**src/rtl/ecc_merge_pkg.sv**
```systemverilog
package ecc_merge_pkg;

    parameter int unsigned DATA_W   = 64;
    parameter int unsigned LANE_W   = 8;
    parameter int unsigned LANES    = DATA_W / LANE_W;
    parameter int unsigned CHK_W    = 8;
    parameter int unsigned HAM_W    = CHK_W - 1;
    parameter logic [CHK_W-1:0] CHK_FLIP = 8'h0C;

    typedef enum logic [1:0] {
        ST_IDLE,
        ST_READ_REQ,
        ST_MERGE,
        ST_WRITE
    } merge_state_e;

    typedef struct packed {
        logic [DATA_W-1:0] data;
        logic [CHK_W-1:0]  chk;
    } coded_word_t;

    // Hamming positions skip powers of two; overall parity in the top bit.
    function automatic logic [CHK_W-1:0] encode_word(input logic [DATA_W-1:0] d);
        logic [CHK_W-1:0] c;
        logic [HAM_W:0]   pos;
        logic [HAM_W:0]   one;
        c   = '0;
        one = {{HAM_W{1'b0}}, 1'b1};
        pos = one + one;
        for (int i = 0; i < int'(DATA_W); i++) begin
            pos = pos + one;
            if ((pos & (pos - one)) == '0) pos = pos + one;
            for (int j = 0; j < int'(HAM_W); j++) begin
                if (pos[j]) c[j] = c[j] ^ d[i];
            end
        end
        c[CHK_W-1] = (^d) ^ (^c[HAM_W-1:0]);
        return c ^ CHK_FLIP;
    endfunction

endpackage

```
**src/rtl/byte_lane_mux.sv**
```systemverilog
module byte_lane_mux
    import ecc_merge_pkg::*;
(
    input  logic [LANES-1:0]  lane_sel,
    input  logic [DATA_W-1:0] sys_word,
    input  logic [DATA_W-1:0] mem_word,
    output logic [DATA_W-1:0] merged
);
    for (genvar k = 0; k < int'(LANES); k++) begin : g_lane
        assign merged[k*LANE_W +: LANE_W] = lane_sel[k] ? sys_word[k*LANE_W +: LANE_W]
                                                        : mem_word[k*LANE_W +: LANE_W];
    end
endmodule

```
**src/rtl/secded_encoder.sv**
```systemverilog
module secded_encoder
    import ecc_merge_pkg::*;
(
    input  logic [DATA_W-1:0] data_in,
    output coded_word_t       coded
);
    always_comb begin
        coded.data = data_in;
        coded.chk  = encode_word(data_in);
    end
endmodule

```
**src/rtl/merge_seq_fsm.sv**
```systemverilog
module merge_seq_fsm
    import ecc_merge_pkg::*;
(
    input  logic clk,
    input  logic rst,
    input  logic req_valid,
    input  logic full_mask,
    input  logic rd_valid,
    input  logic wr_ready,
    output logic req_ready,
    output logic accept,
    output logic rd_req,
    output logic wr_en,
    output logic load_res,
    output logic done
);
    merge_state_e state_q, state_d;
    logic         done_q;

    always_comb begin
        state_d = state_q;
        unique case (state_q)
            ST_IDLE:     if (req_valid) state_d = full_mask ? ST_MERGE : ST_READ_REQ;
            ST_READ_REQ: if (rd_valid)  state_d = ST_WRITE;
            ST_MERGE:                   state_d = ST_WRITE;
            ST_WRITE:    if (wr_ready)  state_d = ST_IDLE;
            default:                    state_d = ST_IDLE;
        endcase
    end

    always_ff @(posedge clk) begin
        if (rst) begin
            state_q <= ST_IDLE;
            done_q  <= 1'b0;
        end else begin
            state_q <= state_d;
            done_q  <= (state_q == ST_WRITE) && wr_ready;
        end
    end

    assign req_ready = (state_q == ST_IDLE);
    assign accept    = req_ready && req_valid;
    assign rd_req    = (state_q == ST_READ_REQ);
    assign wr_en     = (state_q == ST_WRITE);
    assign load_res  = (state_q == ST_MERGE) || (rd_req && rd_valid);
    assign done      = done_q;
endmodule

```
**src/rtl/ecc_byte_merge.sv**
```systemverilog
module ecc_byte_merge
    import ecc_merge_pkg::*;
(
    input  logic              clk,
    input  logic              rst,
    input  logic              req_valid,
    output logic              req_ready,
    input  logic [LANES-1:0]  req_be,
    input  logic [DATA_W-1:0] req_wdata,
    output logic              mem_rd_req,
    input  logic              mem_rd_valid,
    input  logic [DATA_W-1:0] mem_rd_data,
    output logic              mem_wr_en,
    input  logic              mem_wr_ready,
    output logic [DATA_W-1:0] mem_wr_data,
    output logic [CHK_W-1:0]  mem_wr_chk,
    output logic              done
);
    logic              accept;
    logic              load_res;
    logic [LANES-1:0]  be_q;
    logic [DATA_W-1:0] wdata_q;
    logic [DATA_W-1:0] merged;
    coded_word_t       coded;
    coded_word_t       res_q;

    merge_seq_fsm u_fsm (
        .clk       (clk),
        .rst       (rst),
        .req_valid (req_valid),
        .full_mask (&req_be),
        .rd_valid  (mem_rd_valid),
        .wr_ready  (mem_wr_ready),
        .req_ready (req_ready),
        .accept    (accept),
        .rd_req    (mem_rd_req),
        .wr_en     (mem_wr_en),
        .load_res  (load_res),
        .done      (done)
    );

    always_ff @(posedge clk) begin
        if (rst) begin
            be_q    <= '0;
            wdata_q <= '0;
        end else if (accept) begin
            be_q    <= req_be;
            wdata_q <= req_wdata;
        end
    end

    byte_lane_mux u_mux (
        .lane_sel (be_q),
        .sys_word (wdata_q),
        .mem_word (mem_rd_data),
        .merged   (merged)
    );

    secded_encoder u_enc (
        .data_in (merged),
        .coded   (coded)
    );

    always_ff @(posedge clk) begin
        if (rst)           res_q <= '0;
        else if (load_res) res_q <= coded;
    end

    assign mem_wr_data = res_q.data;
    assign mem_wr_chk  = res_q.chk;
endmodule

```
**config.mk**
```make
export PLATFORM = sky130hd
export DESIGN_NAME = ecc_byte_merge
export DESIGN_NICKNAME = d
export VERILOG_FILES = /design/src/rtl/ecc_merge_pkg.sv /design/src/rtl/byte_lane_mux.sv /design/src/rtl/secded_encoder.sv /design/src/rtl/merge_seq_fsm.sv /design/src/rtl/ecc_byte_merge.sv
export SDC_FILE = /design/constraint.sdc
export NUM_CORES = 1
export LEC_CHECK = 0
export ABC_AREA = 1
export CAP_MARGIN = 20
export CORE_ASPECT_RATIO = 0.6
export CORE_MARGIN = 10
export CORE_UTILIZATION = 25
export CTS_CLUSTER_DIAMETER = 150
export DETAILED_ROUTE_END_ITERATION = 6
export DONT_BUFFER_PORTS = 1
export PLACE_DENSITY = 0.38
export SLEW_MARGIN = 20
export SYNTH_ARGS = -nofsm -noshare
export SYNTH_HDL_FRONTEND = slang
export SYNTH_SLANG_ARGS = --single-unit
```
**constraint.sdc**
```tcl
create_clock -name clk -period 3.2 [get_ports clk]
set_clock_uncertainty 0.2 [all_clocks]
set_input_delay 0.16 -clock clk [delete_from_list [all_inputs] [get_ports clk]]
set_output_delay 0.16 -clock clk [all_outputs]
set_load 0.03 [all_outputs]
```
==> Word level (Yosys, flattened, before mapping) <==
Index checks and enable logic that the tools add are counted.
{ "totals": {"ff_bits": 147, "latchBits": 0, "ram_bits": 0, "mem_bits_ro": 0, "inputBits": 141, "output_inout_bits": 76, "word_cells": 234, "memories": 0} }
{ "op_classes": {"add_sub_neg": 0, "n_mul": 0, "div_mod_pow": 0, "magnitude_cmp": 0, "n_eq_ne": 6, "n_shift": 0, "n_mux": 13, "bitwise": 200, "n_reduce_logical": 9} }
{ "op_table": {"columns": ["cell", "n"], "rows": [
  ["$xor 1x1->1", 199],
  ["$mux 8", 8],
  ["$reduce_xor 64->1", 1],
  ["$mux 2", 4],
  ["$pmux 2 s4", 1],
  ["$reduce_and 8->1", 1],
  ["$reduce_xor 7->1", 1],
  ["$eq 2x2->1 const B", 2],
  ["$ne 2x2->1 const B", 2],
  ["$logic_and 1x1->1", 3],
  ["$reduce_and 3->1", 1],
  ["$eq 2x1->1 const B", 1],
  ["$logic_not 2->1", 1],
  ["$ne 2x1->1 const B", 1],
  ["$not 2->2", 1],
  ["$logic_or 1x1->1", 1]
]} }

==> Logic depth before layout (Yosys ltp) <==
{ "depth": {"depth_word": 37, "mapped_depth": 28, "ltp_nobuf": 27} }

==> Modules after synthesis <==
A second synthesis with hierarchy kept.
{ "hier_totals": {"cells_unflattened": 1660, "area_unflattened_um2": 9935.8} }
{ "modules_own_cells": {"columns": ["mod", "n_inst", "cells_per_inst", "area_per_inst_um2", "seq_area_each_um2"], "rows": [
  ["ecc_byte_merge", 1, 635, 5082.4, 2882.8],
  ["secded_encoder", 1, 782, 3783.6, 0.0],
  ["byte_lane_mux", 1, 208, 840.8, 0.0],
  ["merge_seq_fsm", 1, 35, 229.0, 60.1]
]} }

==> Worst setup path before layout <==
OpenSTA, ideal clock, no wires.
{ "synth_path": {"path_type": "reg2reg", "from": "register be_q[2]", "to": "register res_q (netlist bit mem_wr_chk[7])", "setup_ns": 0.109, "arrival_ns": 2.005, "required_time_ns": 2.891, "path_slack_ns": 0.886, "stages_incl_launch_ff": 28, "n_path_buf": 2, "synth_period_minus_slack_ns": 2.314, "path_cell_list": "dfxtp_1 -> buf_6 -> inv_4 -> buf_6 -> nand2_1 -> nand2_1 -> nand2_1 -> nand2_1 -> nand2_1 -> nand2_1 -> nand2_1 -> inv_1 -> nor2_2 -> nand2_1 -> nand2_1 -> nand2_1 -> nand2_1 -> inv_1 -> nand2_1 -> nand2_2 -> nand2_1 -> inv_2 -> nor2_2 -> nand3_1 -> nand3_1 -> nand3_1 -> nand2_1 -> inv_1"} }
{ "synth_via": {"elab_chain_cells": 29, "elab_cells_between_ends": 131, "cone_classes": "mux: 1; bitwise: 128; reduce/logical: 2"} }
{ "synth_lines": {"columns": ["item", "line_no", "source"], "rows": [
  ["start, declared", "ecc_byte_merge.sv:21", "logic [LANES-1:0] be_q;"],
  ["start signal, assigned", "ecc_byte_merge.sv:47", "be_q <= req_be;"],
  ["$mux 8 (*)", "byte_lane_mux.sv:10", "assign merged[k*LANE_W +: LANE_W] = lane_sel[k] ? sys_word[k*LANE_W +: LANE_W]"],
  ["$xor 1x1->1 (26 in series)", "ecc_merge_pkg.sv:34", "if (pos[j]) c[j] = c[j] ^ d[i];"],
  ["$reduce_xor 7->1", "ecc_merge_pkg.sv:37", "c[CHK_W-1] = (^d) ^ (^c[HAM_W-1:0]);"],
  ["$xor 1x1->1 (*)", "ecc_merge_pkg.sv:37", null],
  ["end signal, assigned", "ecc_byte_merge.sv:66", "else if (load_res) res_q <= coded;"],
  ["end, declared", "ecc_byte_merge.sv:25", "coded_word_t res_q;"]
]} }
Every way passes the cells marked *; elsewhere a longest branch is shown, timed or not.
A chain may end at the register's enable or synchronous reset.

==> impl_table.tex <==
\begin{tabular}{lr}
\hline
Metric & Value \\
\hline
\multicolumn{2}{l}{\textbf{Run status}} \\
\quad Result of the run & finished with violations \\
\quad Failing checks & negative hold slack \\
\multicolumn{2}{l}{\textbf{Synthesis}} \\
\quad Gate count after technology mapping & 1758 \\
\quad Top cell type by total area after synthesis & nand2\_1 \\
\quad Cell area after synthesis & 10000 um2 \\
\quad Number of library cell types mapped by synthesis & 33 \\
\quad Share of the yosys chip area belonging to registers & 0.293 \\
\quad Synthesized netlist net count & 1903 \\
\quad Mean Syn Cell Area & 5.70 um2 \\
\quad Number of flip-flops and latches in the synthesized netlist & 147 \\
\quad Cells taking the most area after synthesis & nand2\_1 33\%, dfxtp\_1 29\%, o21ai\_0 6.8\%, inv\_1 6.5\%, a21oi\_1 5.9\% \\
\quad Fraction of post-synthesis cell area in the top cell type by area & 0.326 \\
\quad Count of synthesis-stage warnings from yosys & 0 \\
\multicolumn{2}{l}{\textbf{Finish}} \\
\quad Fill cell count & 4328 \\
\quad Final antenna diode count & 0 \\
\quad \# nets final & 2047 \\
\quad Commonest non-fill, non-tap cell in the layout & nand2\_1 \\
\quad Fraction of the core area covered by cells at the end of the flow & 0.326 \\
\quad Sequential cell area & 2950 um2 \\
\quad Area of the multi-input gates & 6030 um2 \\
\quad Most used cells in the layout excluding fill and tap cells & 861 x nand2\_1, 168 x inv\_1, 150 x dlygate4sd3\_1 \\
\quad Post-synthesis to final-layout area growth & 27.7\% \\
\quad Fraction of final layout cells sized beyond drive strength 1 & 0.0820 \\
\multicolumn{2}{l}{\textbf{GRT}} \\
\quad Via count of the first global-routing pass & 10400 \\
\quad Initial antenna violation count & 0 \\
\quad GRT Util Overall & 0.171 \\
\quad Wire length of the first global-routing pass & 64000 um \\
\quad GR Overflow Total & 0 \\
\quad Maximum number of pins on one net before global-route repair & 94 \\
\multicolumn{2}{l}{\textbf{Setup path}} \\
\quad Crit end category & flip-flop \\
\quad Launching point of the worst reg2reg path & u\_fsm.state\_q[0]\$\_SDFFE\_PP0P\_ \\
\quad Internal reg-to-reg setup slack & 0.30 ns \\
\quad R2R Path End & u\_fsm.state\_q[1]\$\_SDFFE\_PP0P\_ \\
\quad Critical path start-end classification & input port to flip-flop \\
\quad Largest fanout of any net on the critical path & 60 \\
\quad Startpoint of the worst setup timing path & rst \\
\quad Worst Reg2Reg Path Length in Cells & 10 \\
\quad Critical path endpoint & wdata\_q[59]\$\_SDFFE\_PP0P\_ \\
\quad Launching element type of the critical path & input port \\
\quad Required time of the critical path & 3.34 ns \\
\quad CP arrival & 3.05 ns \\
\multicolumn{2}{l}{\textbf{Detailed routing}} \\
\quad WL per Instance & 17.3 um \\
\quad Number of DRC violations after detailed-routing iteration 0 & 739 \\
\quad DRT Pass-1 Iters & 5 \\
\quad Remaining design rule violation count & 0 \\
\quad Detailed-route wire length & 42100 um \\
\quad Vias & 11100 \\
\quad Via-to-Cell Ratio & 4.55 \\
\quad Number of nets with antenna violations after detailed routing & 0 \\
\multicolumn{2}{l}{\textbf{STA}} \\
\quad Count of pins over their slew limit & 0 \\
\quad Slew Limit Headroom & 0.238 \\
\quad Setup repair after global routing missed its margin & false \\
\quad Final count of hold timing violations & 1 \\
\quad Setup violations, final & 0 \\
\quad Max frequency & 343 MHz \\
\quad Post-Route Setup TNS & 0 ns \\
\quad Post-route clock period utilization & 0.910 \\
\quad Worst Max-Slew Pin Slew & 1.14 ns \\
\quad Post-route minimum period & 2.91 ns \\
\quad Hold Slack & -0.0151 ns \\
\multicolumn{2}{l}{\textbf{Place}} \\
\quad Count of input and output buffers & 0 \\
\quad GPL Wtd Cong & 0.820 \\
\quad Total half-perimeter wirelength after legalization and detailed placement & 32600 um \\
\multicolumn{2}{l}{\textbf{Clock network}} \\
\quad TritonCTS clock tree & built \\
\quad Number of buffers on the longest clock path & 2 \\
\quad Number of CTS-inserted buffers & 17 \\
\quad Post-CTS Repair Setup Buffers & 0 \\
\quad Clock sink count & 147 \\
\quad Clk\_lat worst skew & 0.46 ns \\
\quad CTS H-tree lvls & 4 \\
\quad Reg clk slew, reported paths & 0.07 ns \\
\quad Root cell of the clock tree & clkbuf\_16 \\
\multicolumn{2}{l}{\textbf{Power}} \\
\quad Worst vdd ir & 0.000500 V \\
\quad Leakage component of the power & 6.58 nW \\
\quad Power density normalized to cell area & 1080 nW/um2 \\
\multicolumn{2}{l}{\textbf{Floorplan}} \\
\quad Die Span Y & 175 um \\
\quad I/O pin cnt & 217 \\
\quad Effective utilization at floorplan & 0.255 \\
\quad Floorplan die area & 48800 um2 \\
\quad Standard-cell row count & 56 \\
\quad Die X-Extent & 279 um \\
\quad Floorplan core area & 39300 um2 \\
\multicolumn{2}{l}{\textbf{Run}} \\
\quad \# Max-Cap Violations & 0 \\
\multicolumn{2}{l}{\textbf{Hold path}} \\
\quad Hold Crit Class & input port to flip-flop \\
\hline
\end{tabular}
## power breakdown
part / total [mW] / internal (mW) / switching (mW)
registers: 3.88 / 2.55 / 1.33
clock network: 2.19 / 1.24 / 0.950
logic: 7.76 / 2.60 / 5.16
total: 13.8 / 6.38 / 7.44
## what timing repair did
item,4_1_cts,5_1_grt
hold buffers,148,2
hold endpoints to repair,138,2
resized for setup,0,26
endpoints found under the setup margin,0,1
## cell usage after synthesis (all sizes together)
cell type    n
nand2      907
inv        188
o21ai      150
dfxtp      147
a21oi      118
nand3       77
nor2        46
clkbuf      42
buf         24
xnor2       15
xor2        14
a211oi      10
nand3b       5
o211ai       5
ha           4
o21bai       2
nand4        1
o22ai        1
or2          1
or3          1
## layer usage
layer | vias to the layer above | global-route usage | routed length [um]
met5 | - | 0 | 0
met4 | 0 | 0.0368 | 494
met3 | 27 | 0.0399 | 2690
met2 | 219 | 0.255 | 17600
met1 | 5070 | 0.243 | 21400
li1 | 5770 | - | -
## worst min path at each step
stage	to	start	depth (start not counted)	slack, ns
after floorplan	mem_wr_data[52]$_SDFFE_PP0P_	rst	1	0.04
after global placement	u_fsm.state_q[0]$_SDFFE_PP0P_	rst	1	0.04
after detailed placement	u_fsm.done$_SDFF_PP0_	rst	1	0.04
after CTS	mem_wr_data[55]$_SDFFE_PP0P_	mem_rd_data[55]	4	0.002
after global routing	mem_wr_data[9]$_SDFFE_PP0P_	mem_rd_data[9]	4	0.0001
final	mem_wr_data[9]$_SDFFE_PP0P_	mem_rd_data[9]	4	-0.02
## sequential cells by signal (all words and copies together) (netlist names)
name / flops
be_q: 8
mem_wr_chk: 8
mem_wr_data: 64
u_fsm.done: 1
u_fsm.state_q: 2
wdata_q: 64
## per-stage QoR
step           cell area [um2]  worst slack, ns  power, mW  cells
2_1_floorplan            10000            0.886       9.24   1758
3_3_place_gp             10600           0.0919       11.4   2255
5_1_grt                  12800           0.0110       15.2   2437
4_1_cts                  12700           0.0544       13.9   2435
3_5_place_dp             10600           0.0690       11.5   2255
6_report                 12800            0.289       13.8   2437
## critical path, cell delays in order
cell and delay, ns:
dlygate4sd3_1 1.29, inv_4 0.48, buf_12 0.32, o21ai_0 0.14
a21oi_1 0.06, dlygate4sd3_1 0.56
## cell type report
class	count	share of cell area
multi-input combinational	1357	0.471
sequential	147	0.230
timing repair buffer	191	0.144
inverter	188	0.0563
tap	522	0.0510
clock buffer	18	0.0335
clock inverter	14	0.0139
## cell families after synthesis
kind of cell / Yosys count / synth area share
AOI/OAI and AO/OA: 286 / 0.149
xor gates and xnor gates: 29 / 0.0294
adders and majority gates: 4 / 0.00499
buffers and inverters: 254 / 0.110
DFF: 147 / 0.293
and+or+nand+nor: 1038 / 0.412
Note: power is estimated with default switching activity, not from simulation.
